[config.mk]
export PLATFORM = sky130hd
export DESIGN_NAME = banked_xlat
export DESIGN_NICKNAME = d
export VERILOG_FILES = /design/src/rtl/banked_xlat.sv
export SDC_FILE = /design/constraint.sdc
export NUM_CORES = 1
export LEC_CHECK = 0
export CAP_MARGIN = 20
export CELL_PAD_IN_SITES_DETAIL_PLACEMENT = 1
export CELL_PAD_IN_SITES_GLOBAL_PLACEMENT = 2
export CORE_UTILIZATION = 27
export CTS_BUF_LIST = sky130_fd_sc_hd__clkbuf_16
export CTS_CLUSTER_SIZE = 16
export DETAILED_ROUTE_END_ITERATION = 16
export GPL_TIMING_DRIVEN = 0
export PLACE_DENSITY = 0.82
export SLEW_MARGIN = 20
export SYNTH_ARGS = -nofsm -noshare
export SYNTH_HDL_FRONTEND = slang
export SYNTH_SLANG_ARGS = --single-unit
[constraint.sdc]
create_clock -name clk -period 2.4 [get_ports clk]
set_input_delay 0.48 -clock clk [delete_from_list [all_inputs] [get_ports clk]]
set_output_delay 0.48 -clock clk [all_outputs]
set_load 0.02 [all_outputs]
[src/rtl/banked_xlat.sv]
module banked_xlat #(
  parameter int LAW = 16,
  parameter int PAW = 20,
  parameter int OFW = 12,
  parameter logic [7:0] BND_RST = 8'hFF
) (
  input  logic           clk,
  input  logic           rst_n,
  input  logic           wr_en,
  input  logic [1:0]     wr_sel,
  input  logic [7:0]     wr_data,
  input  logic [LAW-1:0] log_addr,
  output logic [PAW-1:0] phys_addr
);
  localparam int LPW = LAW - OFW;
  localparam int PPW = PAW - OFW;

  logic [LPW-1:0] bank_bnd, high_bnd;
  logic [PPW-1:0] bank_base, comm_base;
  logic [LPW-1:0] lpage;
  logic [PPW-1:0] ppage, lpage_x;
  logic in_high, in_bank;

  always_ff @(posedge clk or negedge rst_n) begin
    if (!rst_n) begin
      {high_bnd, bank_bnd} <= BND_RST;
      bank_base <= '0;
      comm_base <= '0;
    end else if (wr_en) begin
      case (wr_sel)
        2'd0: {high_bnd, bank_bnd} <= wr_data;
        2'd1: bank_base <= wr_data;
        2'd2: comm_base <= wr_data;
        default: ;
      endcase
    end
  end

  assign lpage   = log_addr[LAW-1:OFW];
  assign lpage_x = {{(PPW-LPW){1'b0}}, lpage};
  assign in_high = lpage >= high_bnd;
  assign in_bank = !in_high && (lpage >= bank_bnd);

  always_comb begin
    if (in_high)      ppage = comm_base + lpage_x;
    else if (in_bank) ppage = bank_base + lpage_x;
    else              ppage = lpage_x;
  end

  assign phys_addr = {ppage, log_addr[OFW-1:0]};

  assert_offset_pass_R2: assert property (@(posedge clk) disable iff (!rst_n)
    phys_addr[OFW-1:0] == log_addr[OFW-1:0]);

  assert_low_ident_R3: assert property (@(posedge clk) disable iff (!rst_n)
    (lpage < bank_bnd && lpage < high_bnd) |-> phys_addr[PAW-1:OFW] == lpage_x);

  assert_bnd_load_R8: assert property (@(posedge clk) disable iff (!rst_n)
    (wr_en && wr_sel == 2'd0) |=> {high_bnd, bank_bnd} == $past(wr_data));

  assert_unused_sel_R8: assert property (@(posedge clk) disable iff (!rst_n)
    (wr_en && wr_sel == 2'd3) |=> $stable({high_bnd, bank_bnd, bank_base, comm_base}));

  assert_hold_R7: assert property (@(posedge clk) disable iff (!rst_n)
    !wr_en |=> $stable({high_bnd, bank_bnd, bank_base, comm_base}));
endmodule

==> run_results.csv <==
group,metric,value,unit
timing,setup-violations-final,8,
clock_network,path_clk_slew,0.06,ns
critical_path,required,1.92,ns
cells_and_area,area_growth,51.7,%
worst_hold_path,hold_depth,2,
logic_synthesis,synth-simple-area-share,0.0842,
placed_design,numPortBuffers,36,
timing,holdWs,0.521,ns
drt,route.detailed.drc,0,
power_and_ir_drop,design_power_total,0.00210,W
global_route,grt_start_max_net_pins,16,
die,num_io_pins,49,
drt,drtIter0Drc,9,
clock_network,worstSkewPairLatency,0.26,ns
power_and_ir_drop,p_switching,0.000704,W
drt,routed_wl,4.52,mm
power_and_ir_drop,pwr-share-comb,0.503,
placed_design,dp_hpwl,3.41,mm
die,placementRows,28,
logic_synthesis,ys_warn_count,0,
clock_network,clock_sinks,24,
power_and_ir_drop,ir_drop,0.000379,V
die,die_h,82.3,um
global_route,grt_pass1_vias,1460,
timing,hold_violations,0,
worst_hold_path,hold_class,"reg -> reg",
logic_synthesis,ys_seq_area_frac,0.351,
cells_and_area,layout-drive-gt1-share,0.491,
logic_synthesis,syn_area,1740,um^2
power_and_ir_drop,p_per_area,794,nW/um^2
global_route,track_usage,0.145,
timing,slew_headroom,0.536,
timing,worst_slack,-0.364,ns
global_route,grt_overflow_total,0,
die,core-area,6060,um^2
power_and_ir_drop,clockPowerShare,0.230,
clock_network,cts_hold_buf,0,
critical_path,start_kind,"register",
clock_network,cts_tree,"built",
drt,viasPerCell,4.71,
power_and_ir_drop,cellLeakagePower,1.08,nW
logic_synthesis,synthMuxAreaShare,0.155,
logic_synthesis,synth_top_family_by_area,"multiplexers",
cells_and_area,stdcell_area,2640,um^2
cells_and_area,nNetsFinal,266,
critical_path,arrival,2.28,ns
clock_network,htree_levels,1,
run,cap_violations,0,
logic_synthesis,synthCells,161,
drt,vias,1381,
logic_synthesis,synthXorXnorAreaFrac,0.0504,
logic_synthesis,synth.distinct_cells,33,
timing,rsz0062_at_grt,"true",
drt,dr.pass1.iters,3,
outcome,status,"finished, violations left",
timing,drv_slew,0,
critical_path,critPathKind,"reg -> out",
placed_design,routabilityCongestion,0.695,
critical_path,r2r_setup_slack,1.45,ns
worst_hold_path,holdPathEnd,"high_bnd[3]$_DFFE_PN1P_",
logic_synthesis,synth_edf_count,0,
logic_synthesis,ys_ff_latch,24,
power_and_ir_drop,pwr-share-seq,0.267,
timing,tns,-2.48,ns
logic_synthesis,synth_adder_area_share,0.138,
logic_synthesis,synth-compound-area-share,0.132,
outcome,violations,"setup timing",
drt,ant_nets,0,
logic_synthesis,ys.flop_type,"dfrtp_1",
timing,period_needed,2.76,ns
critical_path,regToRegStartpoint,"bank_bnd[0]$_DFFE_PN1P_",
power_and_ir_drop,internal_power,0.00139,W
logic_synthesis,syn_area_per_cell,10.8,um^2
timing,worst_slew_pin_slew,0.695,ns
clock_network,cts-root-buf,"clkbuf_16",
global_route,grt_pass1_wl,7.21,mm
clock_network,cts_buffers,3,
critical_path,r2r-end,"bank_bnd[0]$_DFFE_PN1P_",
die,die_area,6770,um^2
timing,fmax,362,MHz
critical_path,cp_max_fo,5,
die,die_w,82.3,um
worst_hold_path,worstHoldStart,"high_bnd[3]$_DFFE_PN1P_",
power_and_ir_drop,power.share.switching,0.336,
critical_path,end_kind,"primary output",
timing,finalClockSkew,0,ns
timing,post-route-period-util,1.15,
die,start_util,0.287,
logic_synthesis,synthesis.nets,208,
global_route,antenna_found_initial,0,
critical_path,cp-startpoint,"bank_bnd[0]$_DFFE_PN1P_",
logic_synthesis,async_flop_share,1.00,
cells_and_area,diodes,0,
cells_and_area,post-route-util,0.435,
placed_design,placed_cell_area,2230,um^2
clock_network,cts_buffer_depth,2,
drt,wire_per_inst,15.4,um
critical_path,reg2regPathDepth,3,
[cell usage in the layout, fill, tap and decap left out, drive strengths merged, types with 3 or more instances in the layout]
master,count
a211oi,3
nor3,4
mux2,19
dfrtp,16
inv,13
mux2i,4
o22ai,3
clkdlybuf4s50,24
o21ai,11
o21a,4
a21oi,4
nor2,6
nand2,8
buf,39
dfstp,8
ha,16
clkbuf,6
xor2,8
[worst max-delay path, stage by stage (launching register included)]
cell	delay (ns)
dfstp_2	0.55
ha_4	0.19
nand2b_4	0.14
a2111oi_4	0.39
nor3_4	0.12
buf_4	0.16
buf_6	0.12
nand2_8	0.07
buf_6	0.10
o22ai_4	0.06
buf_6	0.13
[sequential cells by signal, indices dropped and copies added (netlist names)]
register   cells
bank_bnd       4
bank_base      8
high_bnd       4
comm_base      8
[final cells by class]
class	count	area [um^2]
buffer	14	105
clock buffer	3	75.1
clock inverter	1	30.0
fill	671	3420
inverter	13	48.8
multi-input combinational	110	1170
sequential	24	611
tap	75	93.8
timing repair buffer	53	499
[power groups by stage]
stage / Clock, W / Sequential, W / Combinational, W
floorplan: 0 / 0.000539 / 0.000547
global placement: 0 / 0.000552 / 0.000790
detailed placement: 0 / 0.000556 / 0.000818
CTS: 0.000488 / 0.000553 / 0.000929
global route: 0.000509 / 0.000570 / 0.00115
finish: 0.000482 / 0.000559 / 0.00105
[stage by stage]
step	worst slack [ns]	instances
2_1_floorplan	-0.0192	161
3_3_place_gp	-1.22	272
3_5_place_dp	-1.23	273
4_1_cts	-0.396	287
5_1_grt	-0.425	293
6_report	-0.364	293
[cell families after synthesis]
| kind of cell | Yosys count |
|---|---|
| AO/OA/AOI/OAI | 33 |
| buffers and inverters | 27 |
| AND/OR/NAND/NOR | 26 |
| flip-flops | 24 |
| multiplexers | 23 |
| adder cells (fa/ha/maj) | 18 |
| XOR/XNOR | 10 |
[timing repair]
item / CTS / global route
setup buffers: 10 / 6
endpoints found under the setup margin: 8 / 8
pin swaps: 9 / 13
resized for setup: 74 / 26
[synthesized netlist by cell type (3+ instances only)]
cell type / number / share of area
dfrtp_1: 16 / 0.23
a211oi_1: 3 / 0.013
mux2i_1: 3 / 0.017
mux2_2: 18 / 0.12
nor3_1: 3 / 0.0086
buf_4: 12 / 0.052
a21oi_1: 4 / 0.012
o21a_1: 4 / 0.017
nor2_1: 6 / 0.013
o21ai_0: 11 / 0.032
inv_1: 13 / 0.028
nand2_1: 8 / 0.017
dfstp_2: 8 / 0.12
ha_1: 16 / 0.12
o22ai_1: 3 / 0.011
xor2_1: 8 / 0.040
[layer usage]
metal  GRT usage  vias to the layer above  routed length (um)
met5           0                        -                   0
met4      0.0491                        0                  69
met3      0.0165                        7                 117
met2       0.267                       25                2390
met1       0.172                      682                1950
li1            -                      667                   -
[worst max-delay path by stage]
stage	to	slack (ns)
floorplan	phys_addr[18]	-0.02
global placement	phys_addr[16]	-1.22
detailed placement	phys_addr[16]	-1.23
CTS	phys_addr[13]	-0.40
global route	phys_addr[15]	-0.42
finish	phys_addr[19]	-0.36
Note: power is estimated with default switching activity, not from simulation.
